--- src/rtl/accum_pkg.sv ---
package accum_pkg;

  typedef enum logic [3:0] {
    OP_ADD  = 4'b0000,
    OP_SUB  = 4'b0001,
    OP_HOLD = 4'b0010,
    OP_LOAD = 4'b0011,
    OP_AND  = 4'b0100,
    OP_OR   = 4'b0101,
    OP_XOR  = 4'b0110,
    OP_SRA  = 4'b0111,
    OP_SLA  = 4'b1000,
    OP_NEG  = 4'b1001,
    OP_SLL  = 4'b1010,
    OP_SRL  = 4'b1011,
    OP_NOT  = 4'b1100,
    OP_CLR  = 4'b1101,
    OP_RRC  = 4'b1110,
    OP_RLC  = 4'b1111
  } aluOp_e;

  typedef enum logic [1:0] {
    SEL_MEM  = 2'b00,
    SEL_DATA = 2'b01,
    SEL_B    = 2'b10,
    SEL_ONE  = 2'b11
  } opndSel_e;

  typedef struct packed {
    aluOp_e   op;
    opndSel_e sel;
    logic     loadB;
    logic     bFromMem;
    logic     clrZ;
    logic     clrOv;
    logic     clrC;
    logic     writeA;
    logic     updC;
    logic     updOv;
  } strobe_t;

endpackage

--- src/rtl/accum_ctrl.sv ---
module accum_ctrl
  import accum_pkg::*;
#(
  parameter int CMD_W = 12
) (
  input  logic [CMD_W-1:0] cmd,
  output strobe_t          stb
);
  localparam int B_LSB  = CMD_W - 2;
  localparam int CLR_HI = CMD_W - 3;

  always_comb begin
    stb          = '0;
    stb.op       = aluOp_e'(cmd[5:2]);
    stb.sel      = opndSel_e'(cmd[1:0]);
    stb.loadB    = cmd[B_LSB];
    stb.bFromMem = cmd[B_LSB+1];
    stb.clrC     = cmd[CLR_HI];
    stb.clrOv    = cmd[CLR_HI-1];
    stb.clrZ     = cmd[CLR_HI-2];
    stb.writeA   = (stb.op != OP_HOLD);
    unique case (stb.op)
      OP_ADD, OP_SUB: begin stb.updC = 1'b1; stb.updOv = 1'b1; end
      OP_SRA, OP_SLA, OP_SLL, OP_SRL, OP_RRC, OP_RLC: stb.updC = 1'b1;
      default: ;
    endcase
  end

endmodule

--- src/rtl/accum_core.sv ---
module accum_core
  import accum_pkg::*;
#(
  parameter int DATA_W = 8
) (
  input  logic              clk,
  input  logic              rst,
  input  logic              en,
  input  strobe_t           stb,
  input  logic [DATA_W-1:0] memRd,
  input  logic [DATA_W-1:0] dataIn,
  output logic [DATA_W-1:0] accQ,
  output logic [DATA_W-1:0] bQ,
  output logic              zQ,
  output logic              ovQ,
  output logic              cQ
);
  localparam int MSB = DATA_W - 1;

  logic [DATA_W-1:0] opnd, res;
  logic              cyOut, ovOut;
  logic [DATA_W:0]   wide;

  always_comb begin
    unique case (stb.sel)
      SEL_MEM:  opnd = memRd;
      SEL_DATA: opnd = dataIn;
      SEL_B:    opnd = bQ;
      default:  opnd = DATA_W'(1);
    endcase
  end

  always_comb begin
    res   = accQ;
    cyOut = cQ;
    ovOut = ovQ;
    wide  = '0;
    unique case (stb.op)
      OP_ADD: begin
        wide  = {1'b0, accQ} + {1'b0, opnd};
        res   = wide[MSB:0];
        cyOut = wide[DATA_W];
        ovOut = (accQ[MSB] == opnd[MSB]) && (res[MSB] != accQ[MSB]);
      end
      OP_SUB: begin
        wide  = {1'b0, accQ} - {1'b0, opnd};
        res   = wide[MSB:0];
        cyOut = ~wide[DATA_W];
        ovOut = (accQ[MSB] != opnd[MSB]) && (res[MSB] != accQ[MSB]);
      end
      OP_HOLD: res = accQ;
      OP_LOAD: res = opnd;
      OP_AND:  res = accQ & opnd;
      OP_OR:   res = accQ | opnd;
      OP_XOR:  res = accQ ^ opnd;
      OP_NOT:  res = ~accQ;
      OP_NEG:  res = ~accQ + DATA_W'(1);
      OP_CLR:  res = '0;
      OP_SRA:  begin res = {accQ[MSB], accQ[MSB:1]};          cyOut = accQ[0];     end
      OP_SLA:  begin res = {accQ[MSB], accQ[MSB-2:0], 1'b0};  cyOut = accQ[MSB-1]; end
      OP_SLL:  begin res = {accQ[MSB-1:0], 1'b0};             cyOut = accQ[MSB];   end
      OP_SRL:  begin res = {1'b0, accQ[MSB:1]};               cyOut = accQ[0];     end
      OP_RRC:  begin res = {cQ, accQ[MSB:1]};                 cyOut = accQ[0];     end
      OP_RLC:  begin res = {accQ[MSB-1:0], cQ};               cyOut = accQ[MSB];   end
      default: ;
    endcase
  end

  always_ff @(posedge clk) begin
    if (rst) begin
      accQ <= '0;
      bQ   <= '0;
      zQ   <= 1'b0;
      ovQ  <= 1'b0;
      cQ   <= 1'b0;
    end else if (en) begin
      if (stb.writeA) accQ <= res;
      if (stb.loadB)  bQ   <= stb.bFromMem ? memRd : dataIn;
      if (stb.clrZ)        zQ  <= 1'b0;
      else if (stb.writeA) zQ  <= (res == '0);
      if (stb.clrOv)       ovQ <= 1'b0;
      else if (stb.updOv)  ovQ <= ovOut;
      if (stb.clrC)        cQ  <= 1'b0;
      else if (stb.updC)   cQ  <= cyOut;
    end
  end

  a_r1_reset_clears: assert property (@(posedge clk)
    rst |=> (accQ == '0 && bQ == '0 && !zQ && !ovQ && !cQ));

  a_r2_enable_low_holds: assert property (@(posedge clk) disable iff (rst)
    !en |=> ($stable(accQ) && $stable(bQ) && $stable(zQ) && $stable(ovQ) && $stable(cQ)));

  a_r8_hold_op_keeps_state: assert property (@(posedge clk) disable iff (rst)
    (en && stb.op == OP_HOLD && !stb.clrZ && !stb.clrOv && !stb.clrC)
      |=> ($stable(accQ) && $stable(zQ) && $stable(ovQ) && $stable(cQ)));

  a_r9_zero_tracks_acc: assert property (@(posedge clk) disable iff (rst)
    (en && stb.writeA && !stb.clrZ) |=> (zQ == (accQ == '0)));

  a_r10_b_kept_without_load: assert property (@(posedge clk) disable iff (rst)
    (en && !stb.loadB) |=> $stable(bQ));

  a_r11_clear_wins: assert property (@(posedge clk) disable iff (rst)
    (en && (stb.clrZ || stb.clrOv || stb.clrC))
      |=> ((!$past(stb.clrZ) || !zQ) && (!$past(stb.clrOv) || !ovQ) && (!$past(stb.clrC) || !cQ)));

endmodule

--- src/rtl/accum_unit.sv ---
module accum_unit
  import accum_pkg::*;
#(
  parameter int DATA_W = 8
) (
  input  logic              clk,
  input  logic              rst,
  input  logic              en,
  input  logic [11:0]       cmd,
  input  logic [DATA_W-1:0] memRd,
  input  logic [DATA_W-1:0] dataIn,
  output logic [DATA_W-1:0] accOut,
  output logic [DATA_W-1:0] bOut,
  output logic              zFlag,
  output logic              ovFlag,
  output logic              cFlag
);
  strobe_t stb;

  accum_ctrl #(.CMD_W(12)) u_ctrl (
    .cmd (cmd),
    .stb (stb)
  );

  accum_core #(.DATA_W(DATA_W)) u_core (
    .clk    (clk),
    .rst    (rst),
    .en     (en),
    .stb    (stb),
    .memRd  (memRd),
    .dataIn (dataIn),
    .accQ   (accOut),
    .bQ     (bOut),
    .zQ     (zFlag),
    .ovQ    (ovFlag),
    .cQ     (cFlag)
  );

endmodule

--- config.mk ---
export PLATFORM = sky130hd
export DESIGN_NAME = accum_unit
export DESIGN_NICKNAME = d
export VERILOG_FILES = /design/src/rtl/accum_pkg.sv /design/src/rtl/accum_ctrl.sv /design/src/rtl/accum_core.sv /design/src/rtl/accum_unit.sv
export SDC_FILE = /design/constraint.sdc
export NUM_CORES = 1
export LEC_CHECK = 0
export BUFFER_PORTS_ARGS = -buffer_cell sky130_fd_sc_hd__buf_2
export CAP_MARGIN = 20
export CORE_ASPECT_RATIO = 1.1
export CORE_MARGIN = 3
export CORE_UTILIZATION = 55
export CTS_CLUSTER_DIAMETER = 150
export CTS_CLUSTER_SIZE = 40
export DETAILED_ROUTE_END_ITERATION = 10
export GPL_ROUTABILITY_DRIVEN = 0
export HOLD_SLACK_MARGIN = 0.15
export PLACE_DENSITY = 0.85
export SETUP_SLACK_MARGIN = 0.15
export SYNTH_ARGS = -nofsm -noshare
export SYNTH_HDL_FRONTEND = slang
export SYNTH_SLANG_ARGS = --single-unit
--- constraint.sdc ---
create_clock -name clk -period 4 [get_ports clk]
set_input_delay 0.8 -clock clk [delete_from_list [all_inputs] [get_ports clk]]
set_output_delay 0.8 -clock clk [all_outputs]
set_load 0.05 [all_outputs]
==> results of run 1 <==
## layer usage
layer / part of all wire [%] / track usage, %
met4: 3.8 / 14.08
met3: 11 / 3.863
met1: 39 / 34.45
met5: 0 / 0
met2: 47 / 48.15
## cell usage after synthesis (all sizes together) (2+ instances only)
master / n / area share (%)
a2111oi: 3 / 1.1
a211o: 4 / 1.2
a211oi: 14 / 3.4
a21boi: 2 / 0.49
a21o: 2 / 0.49
a21oi: 32 / 5.2
a221oi: 2 / 0.57
a2bb2oi: 3 / 1.1
a31oi: 11 / 2.2
a32o: 2 / 0.65
a32oi: 2 / 0.57
and2: 4 / 0.81
and3: 4 / 0.81
buf: 23 / 5.2
clkbuf: 9 / 1.2
dfxtp: 19 / 12
fa: 2 / 1.3
ha: 29 / 12
inv: 32 / 3.9
mux2: 2 / 0.73
mux2i: 20 / 6.5
nand2: 31 / 3.8
nand2b: 12 / 2.4
nand3: 14 / 2.3
nand3b: 5 / 1.2
nand4: 3 / 0.61
nor2: 31 / 3.8
nor2b: 11 / 2.5
nor3: 20 / 3.6
nor4: 5 / 1.2
nor4bb: 2 / 0.65
o211ai: 4 / 0.97
o21ai: 27 / 4.4
o21bai: 5 / 1.2
o22ai: 2 / 0.41
o2bb2ai: 3 / 0.85
o31ai: 2 / 0.65
o32ai: 3 / 0.85
or2: 2 / 0.41
or4: 2 / 0.61
xnor2: 5 / 1.4
xor2: 3 / 0.85
## flip-flops by register name (all words and copies together), names as in the netlist
register and count:
u_core.cQ 1, u_core.ovQ 1, u_core.zQ 1, u_core.accQ 8
u_core.bQ 8
## timing repair
action / 4_1_cts / 5_1_grt
endpoints found under the setup margin: 0 / 1
resized for setup: 0 / 2
hold endpoints to repair: 0 / 0
## how the worst max path moves through the flow
stage / depth (start not counted) / slack [ps] / from / end
6_report: 15 / 490 / cmd[0] / u_core.zQ
5_1_grt: 14 / 200 / cmd[0] / u_core.zQ
4_1_cts: 13 / 390 / cmd[0] / u_core.zQ
3_5_place_dp: 13 / 140 / cmd[0] / u_core.zQ
3_3_place_gp: 13 / 200 / cmd[0] / u_core.zQ
2_1_floorplan: 15 / 700 / cmd[0] / u_core.zQ
## stage by stage
| step | cell area (um^2) | setup slack [ps] | util (%) |
|---|---|---|---|
| 6_report | 3353 | 485.7 | 64.45 |
| 5_1_grt | 3353 | 204.1 | 64.45 |
| 4_1_cts | 3344 | 391.8 | 64.29 |
| 3_5_place_dp | 3299 | 140.1 | 63.42 |
| 3_3_place_gp | 3299 | 202.4 | 63.42 |
| 2_1_floorplan | 3083 | 702.3 | - |
## power by group
| group | total [mW] | switching, mW | leakage [nW] | internal [mW] |
|---|---|---|---|---|
| logic | 0.467 | 0.293 | 1.27 | 0.174 |
| registers | 0.232 | 0.0295 | 0.156 | 0.203 |
| clock network | 0.133 | 0.0625 | 0.0228 | 0.0709 |
## final cells by class
class	instances	area [um^2]
timing repair buffer	59	325.3
inverter	32	120.1
multi-input combinational	344	2392
clock buffer	4	45.04
tap	72	90.09
sequential	19	380.4
fill	480	1849
## worst min-delay path, stage by stage (launching register included)
cell,delay [ps]
dfxtp_1,310
nand3b_1,80
o41ai_1,70
## logic make-up (layout without fill, tap and decap cells)
| family | Yosys count | in the layout | share of synthesized area (%) |
|---|---|---|---|
| and+or+nand+nor | 152 | 152 | 26.18 |
| AOI/OAI and AO/OA | 131 | 131 | 28.65 |
| buffers and inverters | 64 | 95 | 10.27 |
| adders and majority gates | 31 | 31 | 13.07 |
| muxes | 22 | 22 | 7.224 |
| DFF | 19 | 19 | 12.34 |
| xor gates and xnor gates | 8 | 8 | 2.273 |
==> metrics, run 1 <==
status=complete, no violations; post-route ant nets=0; skew final=2.331 ps; IR drop worst, VDD=roughly 0.00024 V; total routed wirelength=about 9200 um; most common cell after layout, fill and taps aside=buf_2; antenna violations before repair=0; Clock Latency Late Sink=roughly 260 ps; critical path's slowest cell=mux2_2; CORE AREA=around 0.0052 mm^2; Crit. End Element=register; critical path class=in -> reg; per-cell routed wire length=~17 um; r2r setup slk=1000 ps; CTS sink cnt=19; IO Pins=50; max-cap violations=0; Initial DRT Pass Iterations=5; Initial Utilization=59.26%; Cell Chain, Critical Path=clkbuf_4 > mux2_2 > o2bb2ai_1 > inv_1 > ha_1 > inv_1 > fa_1 > nor2b_1 > o21ai_0 > a21boi_0 > o21ai_0 > nand2_1 > o211ai_1 > nand4b_1 > o31ai_2; Die W=~77 um; synthesized flop and latch total=19; fin crit period=between 3000 and 4000 ps; cell area after synthesis=between 0.003 and 0.004 mm^2; row cnt=27; P&R area growth vs syn=8.766%; Hold WS=around 500 ps; clock buffer depth=2; vias per inst=approximately 6.4; die height=between 80 and 90 um; total of warnings raised by yosys=0; DP Cell Count=roughly 530; Syn Area/Cell=7.220 um^2; Netlist cell types=69; share of layout cells above drive strength 1=between 10% and 20%; Reg2Reg Capture Point=u_core.zQ; final net count=approximately 520; diodes inserted=0; Syn Inst Count=between 400 and 500; All-Layer GR Usage=28.20%; die footprint=0.006541 mm^2; setup violators final=0; Top Family by Delay on Critical Path=compound AO/OA/AOI/OAI gates; Port-buffer cells=48; Post-synth EDFFs=0; Congestion Overflow GR=0; dpl hpwl=7131 um; relative slew slack=roughly 55%; Seq/Total Area, Yosys=12.34%; worst slew pin tran=670.7 ps; period utilization=87.86%; commonest cells after routing, fill and taps aside=47 x buf_2, 32 x a21oi_1, 31 x inv_1, 31 x nand2_1, 31 x nor2_1; vias=between 3000 and 4000; final hold vios=0; number of global-route vias before repair=between 3000 and 4000; Leakage=approximately 1.4 nW; CTS tree=built; global-route wire length before repair=approximately 15000 um; max-slew violations=0; CTS clock-pin slew for the worst setup and hold paths=~70 ps; number of H-tree levels=1; worst-path maximum fanout=9; Post-Syn Nets=between 400 and 500; Hold Startpoint=u_core.ovQ; crit path launch type=input port; largest net degree at the start of global routing=37; Hold Path Class=reg -> reg; final non-filler cell total=530; Post-synth ARST share=0%; CTS Hold Bufs=0; Main synth FF type=dfxtp_1; FF-to-FF Start=u_core.accQ[1]; CTS Buf Count=3; Max Freq=around 280 MHz; drt drc=0; Critical Path RT=between 4000 and 5000 ps; crit-path max cell delay=360 ps; TNS Setup=0 ps; hold path depth=2; worst-case hold path end point=u_core.ovQ; FF-to-FF path depth=10; Pwr Total=around 0.83 mW; Buf+Inv Stages, Crit Path=3; root buffer cell=clkbuf_8; CP arrival=between 3000 and 4000 ps; post-CTS setup repair buffer count=0; drt initial violations=318; RSZ-0062 raised after global routing=no; pwr/cell area=~250 mW/mm^2
No activity file was read; power rests on OpenSTA's default activity.
==> run 2: changes to the inputs <==
--- a/config.mk
+++ b/config.mk
@@ -9,13 +9,13 @@
 export CAP_MARGIN = 20
 export CORE_ASPECT_RATIO = 1.1
 export CORE_MARGIN = 3
-export CORE_UTILIZATION = 55
+export CORE_UTILIZATION = 53
 export CTS_CLUSTER_DIAMETER = 150
 export CTS_CLUSTER_SIZE = 40
 export DETAILED_ROUTE_END_ITERATION = 10
 export GPL_ROUTABILITY_DRIVEN = 0
 export HOLD_SLACK_MARGIN = 0.15
-export PLACE_DENSITY = 0.85
+export PLACE_DENSITY = 0.86
 export SETUP_SLACK_MARGIN = 0.15
 export SYNTH_ARGS = -nofsm -noshare
 export SYNTH_HDL_FRONTEND = slang
==> constraint.sdc (replaced) <==
create_clock -name clk -period 2.9 [get_ports clk]
set_input_delay 0.58 -clock clk [delete_from_list [all_inputs] [get_ports clk]]
set_output_delay 0.58 -clock clk [all_outputs]
set_load 0.05 [all_outputs]
==> metrics, run 2 (same netlist as run 1, synthesis figures left out) <==
Pwr Total=1.464 mW (+76%); Reg2Reg Capture Point=u_core.zQ; total routed wirelength=11800 um (+28%); Congestion Overflow GR=0 (unchanged); diodes inserted=0 (unchanged); Critical Path RT=3080 ps (-1090 ps); CTS Buf Count=3 (unchanged); largest net degree at the start of global routing=28 (-24%); number of H-tree levels=1 (unchanged); failing checks=negative setup slack; Seq pwr share=20.5% (-7.4 points); Final Instance Area=0.004238 mm^2 (+26%); worst slew pin tran=687.3 ps (+16.63 ps); CP arrival=3210 ps (-470 ps); setup violators final=2 (+2); CORE AREA=0.005500 mm^2 (+5.7%); Clock power frac=13.1% (-2.9 points); fin crit period=around 3000 ps; per-cell routed wire length=19.83 um (+14%); die height=85.99 um (+1.7%); Comb pwr share=66.5% (+10 points); share of layout cells above drive strength 1=37.31% (+20 points); period utilization=104.2%; root buffer cell=clkbuf_8; skew final=2.534 ps (+0.2024 ps); CTS sink cnt=19 (unchanged); antenna violations before repair=0 (unchanged); r2r setup slk=80 ps (-920 ps); P&R area growth vs syn=37.46%; CTS tree=built; Max Freq=330.9 MHz; drt drc=0 (unchanged); cell-internal power=0.7992 mW (+79%); worst-path maximum fanout=6 (-3); row cnt=28 (+3.7%); IR drop worst, VDD=0.0003830 V (+57%); Setup crit end=u_core.zQ; post-route ant nets=0 (unchanged); dpl hpwl=8013 um (+12%); Die W=78.72 um (+1.7%); Port-buffer cells=48 (unchanged); All-Layer GR Usage=31.62% (+3.4 points); number of global-route vias before repair=3568 (+10%); final hold vios=0 (unchanged); RSZ-0062 raised after global routing=yes; Hold Path Class=reg -> reg; critical path class=in -> reg; relative slew slack=53.82% (-1.2 points); drt initial violations=748 (+140%); pwr/cell area=345.4 mW/mm^2 (+39%); Crit. End Element=register; Clock Latency Late Sink=270 ps (about the same); global-route wire length before repair=17130 um (+13%); fillers=362 (-25%); final net count=583 (+12%); Largest regs=u_core.accQ (8), u_core.bQ (8); dpl cell area=0.003820 mm^2 (+16%); Crit. Startpoint=cmd[1]; Psw=0.6644 mW (+73%); CTS Hold Bufs=0 (unchanged); Initial Utilization=56.05% (-3.2 points); max-cap violations=0 (unchanged); final core occ=77.05% (+13 points); most common cell after layout, fill and taps aside=buf_4; clock buffer depth=2 (unchanged); TNS Setup=-167.7 ps (-167.7 ps); commonest cells after routing, fill and taps aside=65 x buf_4, 46 x buf_2, 30 x nor2_1, 28 x nand2_1, 28 x a21oi_1; Leakage=1.846 nW (+28%); FF-to-FF path depth=15 (+5); crit path launch type=input port; vias per inst=6.571 (+2.8%); CTS clock-pin slew for the worst setup and hold paths=70 ps (about the same); PnR worst setup slack=-122.4 ps (-608.0 ps); die footprint=0.006769 mm^2 (+3.5%); status=finished, violations left; Switching Fraction=45.39% (-0.85 points); vias=3910 (+15%); Initial DRT Pass Iterations=7 (+2); IO Pins=50 (unchanged); max-slew violations=0 (unchanged); FF-to-FF Start=u_core.bQ[0]
## run 2: area by class of cell
type	instances	area (um^2)	share of cell area, %
Sequential cell	19	380.4	8.976
Tap cell	75	93.84	2.214
Inverter	32	120.1	2.834
Clock buffer	4	45.04	1.063
Multi-Input combinational cell	344	2738	64.60
Timing Repair Buffer	121	860.8	20.31
## run 2: power groups by stage
| stage | clock (mW) | sequential [mW] | combinational (mW) |
|---|---|---|---|
| 6_report | 0.191 | 0.300 | 0.973 |
| 5_1_grt | 0.200 | 0.301 | 1.03 |
| 4_1_cts | 0.191 | 0.298 | 0.864 |
| 3_5_place_dp | 0 | 0.303 | 0.810 |
| 3_3_place_gp | 0 | 0.302 | 0.783 |
| 2_1_floorplan | 0 | 0.371 | 0.460 |
## run 2: worst max-delay path, cell delays in order
cell and delay [ps]:
buf_8 100, nor2b_4 140, buf_6 120, o2bb2ai_4 110, inv_2 90, buf_6 100, ha_4 130, inv_2 40
fa_2 360, nor2b_1 150, o21ai_1 100, a21boi_1 240, o21ai_2 110, a211o_1 310, o211ai_1 160, nand4b_1 170
o31ai_2 190
## run 2: per-stage QoR
step,setup slack (ps),hold WS (ps),std cells
finish,-122.4,510.2,595
global route,-257.4,526.1,595
global placement,-423.2,480.9,580
detailed placement,-374.9,476.9,580
floorplan,67.65,710.2,427
CTS,10.09,510.1,591
## run 2: how the worst min path moves through the flow
stage / start / to / slack, ps / cells after the start
global placement: u_core.ovQ / u_core.ovQ / 480 / 2
global route: u_core.ovQ / u_core.ovQ / 530 / 2
floorplan: u_core.ovQ / u_core.ovQ / 710 / 2
CTS: u_core.ovQ / u_core.ovQ / 510 / 2
finish: u_core.ovQ / u_core.ovQ / 510 / 2
detailed placement: u_core.ovQ / u_core.ovQ / 480 / 2
## run 2: layer usage
| metal | routed length [um] | vias up | part of all wire, % | global-route usage [%] |
|---|---|---|---|---|
| met4 | 773 | 0 | 6.6 | 17.01 |
| met3 | 1125 | 94 | 9.5 | 3.466 |
| li1 | - | 1734 | - | - |
| met1 | 4341 | 1742 | 37 | 37.88 |
| met2 | 5560 | 340 | 47 | 54.98 |
| met5 | 0 | - | 0 | 0 |
## run 2: repair_timing
action / in CTS / in global routing
resized for setup: 30 / 31
endpoints found under the setup margin: 9 / 10
buffers inserted: 7 / 4
pin swaps: 15 / 28
==> run 3: changes to the inputs <==
--- a/config.mk
+++ b/config.mk
@@ -5,17 +5,19 @@
 export SDC_FILE = /design/constraint.sdc
 export NUM_CORES = 1
 export LEC_CHECK = 0
+export ABC_AREA = 1
+export ABC_CLOCK_PERIOD_IN_PS = 2900
 export BUFFER_PORTS_ARGS = -buffer_cell sky130_fd_sc_hd__buf_2
 export CAP_MARGIN = 20
 export CORE_ASPECT_RATIO = 1.1
 export CORE_MARGIN = 3
-export CORE_UTILIZATION = 53
+export CORE_UTILIZATION = 52
 export CTS_CLUSTER_DIAMETER = 150
 export CTS_CLUSTER_SIZE = 40
 export DETAILED_ROUTE_END_ITERATION = 10
 export GPL_ROUTABILITY_DRIVEN = 0
 export HOLD_SLACK_MARGIN = 0.15
-export PLACE_DENSITY = 0.86
+export PLACE_DENSITY = 0.85
 export SETUP_SLACK_MARGIN = 0.15
 export SYNTH_ARGS = -nofsm -noshare
 export SYNTH_HDL_FRONTEND = slang
==> metrics, run 3 <==
Reg2Reg Capture Point=u_core.cQ; Clock Latency Late Sink=280 ps (about the same); dpl ws=11.05 ps (+385.9 ps); number of H-tree levels=1 (unchanged); r2r setup slk=490 ps (+410 ps); vias=3811 (-2.5%); total routed wirelength=9596 um (-19%); Leakage=2.000 nW (+8.3%); hold path depth=2 (unchanged); CORE AREA=0.005430 mm^2 (-1.3%); most common cell after layout, fill and taps aside=nand2_1; CTS clock-pin slew for the worst setup and hold paths=80 ps (about the same); CTS sink cnt=19 (unchanged); Hold Startpoint=u_core.zQ; CTS tree=built; Port-buffer cells=48 (unchanged); Initial DRT Pass Iterations=8 (+1); row cnt=28 (unchanged); Synth area leaders=nand2_1 22%, dfxtp_1 13%, ha_1 12%, nand3_1 12%, inv_1 10%; share of layout cells above drive strength 1=18.98% (-18 points); die height=84.80 um (-1.4%); per-cell routed wire length=14.09 um (-29%); All-Layer GR Usage=28.84% (-2.8 points); Netlist cell types=35 (-49%); Post-Syn Nets=596 (+22%); dpl hpwl=7389 um (-7.8%); final hold vios=0 (unchanged); Comb pwr share=56.7% (-9.8 points); die footprint=0.006583 mm^2 (-2.7%); DP Cell Count=677 (+17%); antenna violations before repair=0 (unchanged); post-route ant nets=0 (unchanged); Clock power frac=17.8% (+4.7 points); pwr/cell area=332.2 mW/mm^2 (-3.8%); Post-synth ARST share=0% (unchanged); Die W=77.64 um (-1.4%); critical path class=in -> reg; Main synth FF type=dfxtp_1; skew final=9.542 ps (+7.008 ps); IR drop worst, VDD=0.0002338 V (-39%); cell area after synthesis=0.002935 mm^2 (-4.8%); Crit. End Element=register; drt initial violations=362 (-52%); synthesized flop and latch total=19 (unchanged); setup violators final=0 (-2); Post-synth EDFFs=0 (unchanged); Initial Utilization=54.06% (-2.0 points); cell-internal power=0.6111 mW (-24%); status=complete, no violations; Syn Inst Count=534 (+25%); RSZ-0062 raised after global routing=yes; worst slew pin tran=659.4 ps (-27.94 ps); total of warnings raised by yosys=0 (unchanged); clock buffer depth=2 (unchanged); diodes inserted=0 (unchanged); Switching Fraction=48.41% (+3.0 points); IO Pins=50 (unchanged); drt drc=0 (unchanged); vias per inst=5.596 (-15%); relative slew slack=55.88% (+2.1 points); max-cap violations=0 (unchanged); commonest cells after routing, fill and taps aside=173 x nand2_1, 77 x inv_1, 69 x nand3_1, 48 x buf_2, 45 x nor2_1; global-route wire length before repair=15580 um (-9.1%); Hold WS=468.0 ps (-42.24 ps); fin crit period=2573 ps (-449.0 ps); final net count=669 (+15%); Largest regs=u_core.accQ (8), u_core.bQ (8); FF-to-FF Start=u_core.accQ[0]; final non-filler cell total=681 (+14%); Syn Area/Cell=5.497 um^2 (-24%); Max Freq=388.6 MHz (+17%); CTS Buf Count=3 (unchanged); Synth area leader=nand2_1; most frequent cell after synthesis=nand2_1; worst-path maximum fanout=5 (-1); most frequent cells after synthesis=173 x nand2_1, 78 x inv_1, 72 x nand3_1; CTS Hold Bufs=0 (unchanged); P&R area growth vs syn=21.48%; Seq pwr share=25.6% (+5.1 points); largest net degree at the start of global routing=17 (-39%); Congestion Overflow GR=0 (unchanged); max-slew violations=0 (unchanged); period utilization=88.74% (-15 points); TNS Setup=0 ps (+167.7 ps); worst-case hold path end point=u_core.zQ; crit path launch type=input port; Seq/Total Area, Yosys=12.96% (+0.62 points); top-area cell type share of the netlist area=22.12% (+9.8 points); Psw=0.5735 mW (-14%); number of global-route vias before repair=3486 (-2.3%); FF-to-FF path depth=13 (-2); root buffer cell=clkbuf_8; Hold Path Class=reg -> reg; PnR worst setup slack=326.6 ps (+449.0 ps); Critical Path RT=3060 ps (-20 ps); CP arrival=2740 ps (-470 ps)
[run 3: cell types whose count changed after synthesis, moves of 10 or more]
cell      delta
a31oi_1     -10
nand2_1    +142
mux2i_1     -20
nand3_1     +58
nand2b_1    -12
buf_2       -12
nor2_1      +21
nor3_1      -13
inv_1       +47
nor2b_1     -10
a211oi_1    -14
[run 3: power groups by stage]
stage	logic, mW	registers (mW)	clock network (mW)
detailed placement	0.625	0.308	0
global placement	0.612	0.307	0
floorplan	0.359	0.374	0
global route	0.737	0.306	0.218
CTS	0.631	0.302	0.208
finish	0.671	0.303	0.210
[run 3: timing repair]
| action | 4_1_cts | 5_1_grt |
|---|---|---|
| buffers inserted | 0 | 0 |
| resized for setup | 0 | 20 |
| endpoints found under the setup margin | 0 | 8 |
[run 3: final cells by class]
cell class,count,area (um^2)
multi-input cells,424,2291
fillers,496,1864
repair buffers,74,435.4
flip-flops and latches,19,380.4
inverters,85,319.1
well taps,75,93.84
clock buffers,3,41.29
clock inverters,1,5.005
[run 3: metal layers]
layer / vias to the layer above / track usage [%] / wire (um) / share of wire (%)
met5: - / 0 / 0 / 0
li1: 1847 / - / - / -
met1: 1673 / 34.87 / 3720 / 39
met3: 52 / 3.970 / 879 / 9.2
met4: 0 / 15.53 / 503 / 5.2
met2: 239 / 48.99 / 4494 / 47
[run 3: worst max-delay path by stage]
| stage | from | depth (start not counted) | slack, ps | endpoint |
|---|---|---|---|---|
| 2_1_floorplan | cmd[1] | 15 | 340 | u_core.cQ |
| 3_3_place_gp | cmd[1] | 18 | 40 | u_core.zQ |
| 3_5_place_dp | cmd[1] | 18 | 10 | u_core.zQ |
| 4_1_cts | cmd[1] | 18 | 260 | u_core.zQ |
| 5_1_grt | cmd[0] | 16 | 100 | u_core.zQ |
| 6_report | cmd[1] | 17 | 330 | u_core.cQ |
[run 3: stage by stage]
stage	area, um^2	total power [mW]	util (%)
3_3_place_gp	3440	0.9195	63.34
4_1_cts	3486	1.142	64.19
5_1_grt	3566	1.260	65.67
2_1_floorplan	2935	0.7332	-
3_5_place_dp	3440	0.9339	63.34
6_report	3566	1.185	65.67
[run 3: cell families after synthesis]
kind of cell             count (synthesis)  synth area share [%]
buffers and inverters                   91                 11.72
AND/OR/NAND/NOR                        322                 47.23
flip-flops                              19                 12.96
XOR/XNOR                                 5                 1.492
adder cells (fa/ha/maj)                 31                 13.73
AO/OA/AOI/OAI                           66                 12.87
[run 3: critical path: stages]
cell and delay [ps]:
buf_2 130, nor2_2 140, buf_4 140, nand2_1 50
nand3_1 120, inv_1 130, ha_1 340, inv_1 80
a21oi_1 120, nand2_1 150, a21o_1 190, nand2_1 80
a21oi_1 70, o21ai_1 180, nand3_1 110, nand2_1 70
a21oi_1 50
